<file path="config.mk">
export PLATFORM = sky130hd
export DESIGN_NAME = dispatch_budget
export DESIGN_NICKNAME = d
export VERILOG_FILES = /design/src/rtl/dsb_pkg.sv /design/src/rtl/dsb_refill.sv /design/src/rtl/dsb_admit.sv /design/src/rtl/dispatch_budget.sv
export SDC_FILE = /design/constraint.sdc
export NUM_CORES = 1
export LEC_CHECK = 0
export BUFFER_PORTS_ARGS = -buffer_cell sky130_fd_sc_hd__buf_2
export CAP_MARGIN = 20
export CORE_UTILIZATION = 40
export DETAILED_ROUTE_END_ITERATION = 6
export PLACE_DENSITY = 0.61
export SYNTH_ARGS = -nofsm -noshare
export SYNTH_HDL_FRONTEND = slang
export SYNTH_SLANG_ARGS = --single-unit
</file>
<file path="constraint.sdc">
create_clock -name clk -period 7.2 [get_ports clk]
set_input_delay 0.72 -clock clk [delete_from_list [all_inputs] [get_ports clk]]
set_output_delay 0.72 -clock clk [all_outputs]
set_load 0.02 [all_outputs]
</file>
<file path="src/rtl/dsb_pkg.sv">
package dsb_pkg;

    // Reasons a candidate with enough slots was turned away.
    typedef struct packed {
        logic rob_short;
        logic rf_busy;
    } stall_t;

endpackage

</file>
<file path="src/rtl/dsb_refill.sv">
// Budget for a freshly opened dispatch cycle, after draining carry-over.
module dsb_refill #(
    parameter int W      = 4,
    parameter int UOP_W  = 6,
    parameter int SLOT_W = 3
) (
    input  logic [UOP_W-1:0]  carry_q,
    output logic [SLOT_W-1:0] fresh_avail,
    output logic [SLOT_W-1:0] drained,
    output logic [UOP_W-1:0]  carry_left
);

    localparam logic [UOP_W-1:0]  W_U = UOP_W'(W);
    localparam logic [SLOT_W-1:0] W_S = SLOT_W'(W);

    always_comb begin
        if (carry_q == '0) begin
            fresh_avail = W_S;
            drained     = '0;
        end else if (carry_q >= W_U) begin
            fresh_avail = '0;
            drained     = W_S;
        end else begin
            fresh_avail = W_S - SLOT_W'(carry_q);
            drained     = SLOT_W'(carry_q);
        end
        carry_left = carry_q - UOP_W'(drained);
    end

endmodule

</file>
<file path="src/rtl/dsb_admit.sv">
// Same-beat admission decision and stall reasons.
module dsb_admit
    import dsb_pkg::*;
#(
    parameter int W      = 4,
    parameter int UOP_W  = 6,
    parameter int SLOT_W = 3,
    parameter int ROB_W  = 7
) (
    input  logic              valid,
    input  logic [UOP_W-1:0]  uops,
    input  logic              begin_grp,
    input  logic [SLOT_W-1:0] avail,
    input  logic              carry_busy,
    input  logic [ROB_W-1:0]  rob_free,
    input  logic              rf_ready,
    input  logic              next_ready,
    output logic [SLOT_W-1:0] need,
    output logic              accept,
    output stall_t            stall
);

    localparam int CMP_W = (UOP_W > ROB_W) ? UOP_W : ROB_W;
    localparam logic [UOP_W-1:0]  W_U = UOP_W'(W);
    localparam logic [SLOT_W-1:0] W_S = SLOT_W'(W);

    logic slot_ok;
    logic group_ok;
    logic rob_room;

    always_comb begin
        need     = (uops > W_U) ? W_S : SLOT_W'(uops);
        group_ok = !begin_grp || (avail == W_S);
        slot_ok  = valid && !carry_busy && (need <= avail) && group_ok;
        rob_room = CMP_W'(rob_free) >= CMP_W'(uops);
        stall.rob_short = slot_ok && !rob_room;
        stall.rf_busy   = slot_ok && !rf_ready;
        accept   = slot_ok && rob_room && rf_ready && next_ready;
    end

endmodule

</file>
<file path="src/rtl/dispatch_budget.sv">
module dispatch_budget
    import dsb_pkg::*;
#(
    parameter int CFG_WIDTH     = 4,
    parameter int DEFAULT_WIDTH = 4,
    parameter int UOP_W         = 6,
    parameter int ROB_W         = 7,
    localparam int W            = (CFG_WIDTH == 0) ? DEFAULT_WIDTH : CFG_WIDTH,
    localparam int SLOT_W       = $clog2(W + 1),
    localparam int CNT_W        = $clog2(2 * W + 1)
) (
    input  logic              clk,
    input  logic              rst,
    input  logic              cycle_start,
    input  logic              in_valid,
    input  logic [UOP_W-1:0]  in_uops,
    input  logic              in_begin_grp,
    input  logic              in_end_grp,
    input  logic [ROB_W-1:0]  rob_free,
    input  logic              rf_ready,
    input  logic              next_ready,
    output logic              accept,
    output logic [CNT_W-1:0]  disp_count,
    output logic [SLOT_W-1:0] slots_free,
    output logic              carry_pending,
    output logic              stall_rob,
    output logic              stall_rf
);

    localparam logic [UOP_W-1:0]  W_U = UOP_W'(W);
    localparam logic [SLOT_W-1:0] W_S = SLOT_W'(W);

    typedef struct packed {
        logic [SLOT_W-1:0] avail;
        logic [UOP_W-1:0]  carry;
    } state_t;

    state_t st_d, st_q;

    logic [SLOT_W-1:0] fresh_avail, drained, need;
    logic [UOP_W-1:0]  carry_left;
    logic [SLOT_W-1:0] avail_eff;
    logic [UOP_W-1:0]  carry_eff;
    logic              acc;
    stall_t            stall;

    dsb_refill #(.W(W), .UOP_W(UOP_W), .SLOT_W(SLOT_W)) u_refill (
        .carry_q     (st_q.carry),
        .fresh_avail (fresh_avail),
        .drained     (drained),
        .carry_left  (carry_left)
    );

    always_comb begin
        avail_eff = cycle_start ? fresh_avail : st_q.avail;
        carry_eff = cycle_start ? carry_left  : st_q.carry;
    end

    dsb_admit #(.W(W), .UOP_W(UOP_W), .SLOT_W(SLOT_W), .ROB_W(ROB_W)) u_admit (
        .valid      (in_valid),
        .uops       (in_uops),
        .begin_grp  (in_begin_grp),
        .avail      (avail_eff),
        .carry_busy (carry_eff != '0),
        .rob_free   (rob_free),
        .rf_ready   (rf_ready),
        .next_ready (next_ready),
        .need       (need),
        .accept     (acc),
        .stall      (stall)
    );

    always_comb begin
        st_d.avail = avail_eff;
        st_d.carry = carry_eff;
        if (acc) begin
            if (in_uops > W_U) begin
                st_d.avail = '0;
                st_d.carry = in_uops - W_U;
            end else begin
                st_d.avail = avail_eff - need;
            end
            if (in_end_grp) begin
                st_d.avail = '0;
            end
        end
    end

    always_ff @(posedge clk) begin
        if (rst) begin
            st_q.avail <= W_S;
            st_q.carry <= '0;
        end else begin
            st_q <= st_d;
        end
    end

    always_comb begin
        accept        = acc;
        slots_free    = avail_eff;
        carry_pending = carry_eff != '0;
        stall_rob     = stall.rob_short;
        stall_rf      = stall.rf_busy;
        disp_count    = (cycle_start ? CNT_W'(drained) : '0)
                      + (acc ? CNT_W'(need) : '0);
    end

endmodule

</file>
# Word-level counts from Yosys, hierarchy flattened
# Cells that the tools add are included.
[word_totals] regBits=9 wordCells=40
[classes] add_sub_neg=5 magnitude_cmp=4 n_eq_ne=1 mux=13 reduce_logical=15
[op_table] operator="$mux 3" n=10
[op_table] operator="$mux 6" n=2
[op_table] operator="$mux 9" n=1
[op_table] operator="$logic_and 1x1->1" n=8
[op_table] operator="$ge 7x6->1" n=1
[op_table] operator="$ge 6x3->1 const B" n=1
[op_table] operator="$gt 6x3->1 const B" n=1
[op_table] operator="$logic_not 6->1" n=1
[op_table] operator="$reduce_bool 6->1" n=1
[op_table] operator="$sub 6x3->6" n=1
[op_table] operator="$sub 6x3->6 const B" n=1
[op_table] operator="$add 3x3->4" n=1
[op_table] operator="$logic_not 1->1" n=4
[op_table] operator="$eq 3x3->1 const B" n=1
[op_table] operator="$le 3x3->1" n=1
[op_table] operator="$sub 3x3->3" n=1
[op_table] operator="$sub 3x3->3 const A" n=1
[op_table] operator="$logic_or 1x1->1" n=1

# Longest topological paths before layout
[logic_depth] depth_word=15 mapped_depth=16 depth_no_buf=16

# Hierarchy
# Synthesis repeated with hierarchy kept, for this count alone.
[hier_totals] cells_unflattened=158 hier_area_um2=1321.3
[by_module_without_submodules] mod="dispatch_budget" n_inst=1 cells_each=89 area_each_um2=792.0 seq_area_each_um2=180.2
[by_module_without_submodules] mod="dsb_admit" n_inst=1 cells_each=41 area_each_um2=302.8 seq_area_each_um2=0.0
[by_module_without_submodules] mod="dsb_refill" n_inst=1 cells_each=28 area_each_um2=226.5 seq_area_each_um2=0.0

# Worst setup path after synthesis
# No wires, ideal clock.
[synth_timing] path_kind="input-to-output" start="in in_uops[3]" end="out disp_count[2]" arrival_time_ps=3719 required_time_ps=6480 slack_ps=2761 stages=15 n_path_buf=0 path_cell_list="inv_1 ha_1 nor3b_1 o21ai_0 nor2_1 ha_1 a21oi_1 a221oi_2 nand3_2 nor2_4 and2_1 ha_1 inv_1 fa_1 xnor2_1"
[synth_via] elab_chain_len=10 word_cells_on_any_way=11 classes_between="add/sub: 1; order compare: 3; mux: 2; reduce/logical: 5"
[synth_rtl] item="start: declaration" line_no="dispatch_budget.sv:16" rtl="input logic [UOP_W-1:0] in_uops,"
[synth_rtl] item="$gt 6x3->1" line_no="dsb_admit.sv:32" rtl="need = (uops > W_U) ? W_S : SLOT_W'(uops);"
[synth_rtl] item="$mux 3" line_no="dsb_admit.sv:32"
[synth_rtl] item="$le 3x3->1" line_no="dsb_admit.sv:34" rtl="slot_ok = valid && !carry_busy && (need <= avail) && group_ok;"
[synth_rtl] item="$logic_and 1x1->1 (2 in series)" line_no="dsb_admit.sv:34"
[synth_rtl] item="$logic_and 1x1->1 (*) (3 in series)" line_no="dsb_admit.sv:38" rtl="accept = slot_ok && rob_room && rf_ready && next_ready;"
[synth_rtl] item="net accept" line_no="dispatch_budget.sv:22" rtl="output logic accept,"
[synth_rtl] item="$mux 3 (*)" line_no="dispatch_budget.sv:105" rtl="+ (acc ? CNT_W'(need) : '0);"
[synth_rtl] item="$add 3x3->4 (*)" line_no="dispatch_budget.sv:105"
[synth_rtl] item="end: declaration" line_no="dispatch_budget.sv:23" rtl="output logic [CNT_W-1:0] disp_count,"
# The timed path passes the listed nets; every way through them passes the cells marked *.

# Final worst setup path
[layout_timing] start="reg st_q[3] in the netlist's numbering" end="out disp_count[2]"
[layout_via] elab_chain_len=15 word_cells_on_any_way=23 classes_between="add/sub: 2; order compare: 2; eq/ne: 1; mux: 8; reduce/logical: 10"
[layout_rtl] item="start: declaration" line_no="dispatch_budget.sv:38" rtl="state_t st_d, st_q;"
[layout_rtl] item="start signal: assignment" line_no="dispatch_budget.sv:94" rtl="st_q <= st_d;"
[layout_rtl] item="$ge 6x3->1" line_no="dsb_refill.sv:20" rtl="end else if (carry_q >= W_U) begin"
[layout_rtl] item="$mux 3" line_no="dsb_refill.sv:20"
[layout_rtl] item="$mux 3" line_no="dsb_refill.sv:17" rtl="if (carry_q == '0) begin"
[layout_rtl] item="$sub 6x3->6" line_no="dsb_refill.sv:27" rtl="carry_left = carry_q - UOP_W'(drained);"
[layout_rtl] item="$mux 6" line_no="dispatch_budget.sv:56" rtl="carry_eff = cycle_start ? carry_left : st_q.carry;"
[layout_rtl] item="$reduce_bool 6->1" line_no="dispatch_budget.sv:64" rtl=".carry_busy (carry_eff != '0),"
[layout_rtl] item="$logic_not 1->1" line_no="dsb_admit.sv:34"
[layout_rtl] item="$logic_and 1x1->1 (3 in series)" line_no="dsb_admit.sv:34"
[layout_rtl] item="$logic_and 1x1->1 (3 in series)" line_no="dsb_admit.sv:38"
[layout_rtl] item="$mux 3" line_no="dispatch_budget.sv:105"
[layout_rtl] item="$add 3x3->4 (*)" line_no="dispatch_budget.sv:105"
# Every way passes the cells marked *; elsewhere a longest branch is shown, timed or not.

==> impl_metrics.ini <==
[place]
dp_hpwl_um = 2310
port_buffers = 31
gp_congestion = 0.888
placed_cell_area_um2 = 1350

[worst_setup_path]
reg2reg_slack_ns = 4.03
critical_path.slowest_cell = nor4_4
startpoint_type = register
worstPathArrival_ns = 4.09
max_stage_delay_ns = 0.39
end_kind = primary output
crit_chain = nor4_4 > nor2b_1 > and2_1 > ha_1 > fa_1 > nor2b_1 > o31a_1 > nor4b_4 > nand3_2 > nor2_4 > and2_1 > ha_1 > inv_1 > fa_1 > xnor2_1 > buf_2
worstPathRequired_ns = 6.48
critPathKind = reg2out
cp_max_fo = 5

[cells_and_area]
drive_above_1_share = 0.253
multiInputGateArea_um2 = 907
antenna_cells = 0
regArea_um2 = 180
largest_reg_flops = 9
max_flop_register = st_q
stdcell_area_um2 = 1380
final_nets = 217
top_regs = st_q x9
fillers = 279
area_growth_pct = 18.1

[clock_network]
clk_latency_ns = 0.26
cts_setup_buffers = 0
tritoncts = built
cts-root-buf = clkbuf_4
h-tree-depth = 1
cts_buffers = 3
clkSlewWorstSetupHoldPaths_ns = 0.06
clockBufferDepth = 2
clock_sinks = 9
cts_resized = 0
hold_buffers = 0

[synthesis]
synth_flop_cell = dfxtp_1
ys_ff_latch = 9
yosysTopAreaCell = ha_1
synth.most_common_cell = inv_1
synthesis.nets = 183
yosysWarnings = 0
ys_async_sr_fraction = 0
synth_edf_count = 0
synth_cells = 141
synth_cell_type_count = 40
synth.avg_cell_area_um2 = 8.28
synthesis.area_um2 = 1170
synth_common_cells = inv_1 (19), ha_1 (18), nor2_1 (11), dfxtp_1 (9)
yosysSeqAreaShare = 0.154
synthTopCellsByArea = ha_1 (19%), dfxtp_1 (15%), inv_1 (6.1%)
synth_top_area_share = 0.193

[routing]
drt-wirelength-per-cell_um = 12.6
drc = 0
via_per_inst = 5.34
ant_nets = 0
first_pass_iters = 4
vias = 1095
totalWireLength_um = 2580
drtIter0Drc = 23

[global_routing]
grt_start_max_net_pins = 16
antenna_found_initial = 0
grt_pass1_wl_um = 4430
grt_overflow = 0
grt_usage = 0.179
grt_pass1_vias = 1052

[pwr]
power.share.clock = 0.127
switching_share = 0.444
peakVddDrop_mv = 0.154
p_leak_nw = 0.716
powerDensity_nw_per_um2 = 217
p_seq_frac = 0.247
p_comb_frac = 0.626
internal_power_uw = 166
p_switching_uw = 133

[floorplanning]
die_y_um = 56.0
num_rows = 19
io_pins = 32
die_x_um = 56.0
die_area_um2 = 3140
start_util = 0.423
core_area_um2 = 2760

[timing]
drv_slew = 0
hold_viol_final = 0
tns_ns = 0
period_share = 0.669
slew_headroom = 0.618
rsz0062_at_grt = false
tightest_slew_ns = 0.567
finalWorstPathRequiredPeriod_ns = 4.81
fin_worst_skew_ns = 0.00303
max_freq_mhz = 208
finalSetupViolations = 0

[run_status]
status = completed

[run]
cap_violations = 0

[hold_path]
hold_class = reg2reg
-- area by class of cell --
| class | count | area share |
|---|---|---|
| flip-flops and latches | 9 | 0.131 |
| repair buffers | 31 | 0.113 |
| multi-input cells | 111 | 0.658 |
| well taps | 31 | 0.0281 |
| inverters | 19 | 0.0517 |
| clock buffers | 4 | 0.0191 |
-- power groups by stage --
stage / Sequential [mW] / Combinational, mW / Clock, mW
2_1_floorplan: 0.0723 / 0.147 / 0
3_3_place_gp: 0.0748 / 0.186 / 0
3_5_place_dp: 0.0748 / 0.189 / 0
4_1_cts: 0.0736 / 0.190 / 0.0393
5_1_grt: 0.0751 / 0.209 / 0.0433
6_report: 0.0737 / 0.187 / 0.0381
-- path summary, 6_finish.rpt --
check / to / cells past startpoint / start
hold reg to reg: st_q[0]$_SDFF_PP0_ / 2 / st_q[0]$_SDFF_PP0_
setup / recovery: disp_count[2] / 16 / st_q[3]$_SDFF_PP0_
hold / removal: st_q[0]$_SDFF_PP0_ / 2 / st_q[0]$_SDFF_PP0_
setup reg to reg: st_q[7]$_SDFF_PP0_ / 11 / st_q[3]$_SDFF_PP0_
-- cells by family after synthesis --
kind of cell             count (synthesis)  share of synthesized area
AO/OA/AOI/OAI                           25                      0.149
XOR/XNOR                                 7                     0.0525
buffers and inverters                   21                     0.0686
adder cells (fa/ha/maj)                 21                      0.244
flip-flops                               9                      0.154
multiplexers                             4                     0.0439
AND/OR/NAND/NOR                         54                      0.287
-- critical path: cells and delay by family, from the launching register on --
family	cells	cell delay, ns
buffers and inverters	2	0.24
adders and majority gates	4	0.94
AOI/OAI and AO/OA	1	0.32
and+or+nand+nor	8	1.81
DFF	1	0.36
xor gates and xnor gates	1	0.15
-- metrics by stage --
stage / utilization / total power [mW] / setup WS (ns) / hold slack (ns) / std cells
after floorplan: - / 0.220 / 2.76 / 0.541 / 141
after global placement: 0.490 / 0.261 / 2.64 / 0.587 / 201
after detailed placement: 0.490 / 0.264 / 2.50 / 0.607 / 201
after CTS: 0.500 / 0.303 / 2.34 / 0.613 / 205
after global routing: 0.500 / 0.327 / 2.07 / 0.658 / 205
final: 0.500 / 0.299 / 2.39 / 0.597 / 205
-- metal layers --
metal,track usage,up-vias,wire (µm)
li1,-,561,-
met1,0.209,495,1120
met2,0.327,34,1300
met3,0.0163,5,96
met4,0.0836,0,51
met5,0,-,0
-- layout by cell type, fill, tap and decap left out, types with 4 or more instances in the layout --
cell type and count:
and3_1 4, nand3_1 7, nand2_1 4, nor3_1 5, o21ai_0 4, dfxtp_1 9, a21oi_1 7, nor2_1 11
xnor2_1 5, ha_1 18, inv_1 19, nand2b_1 5, buf_2 31
(Power assumes the default switching activity.)
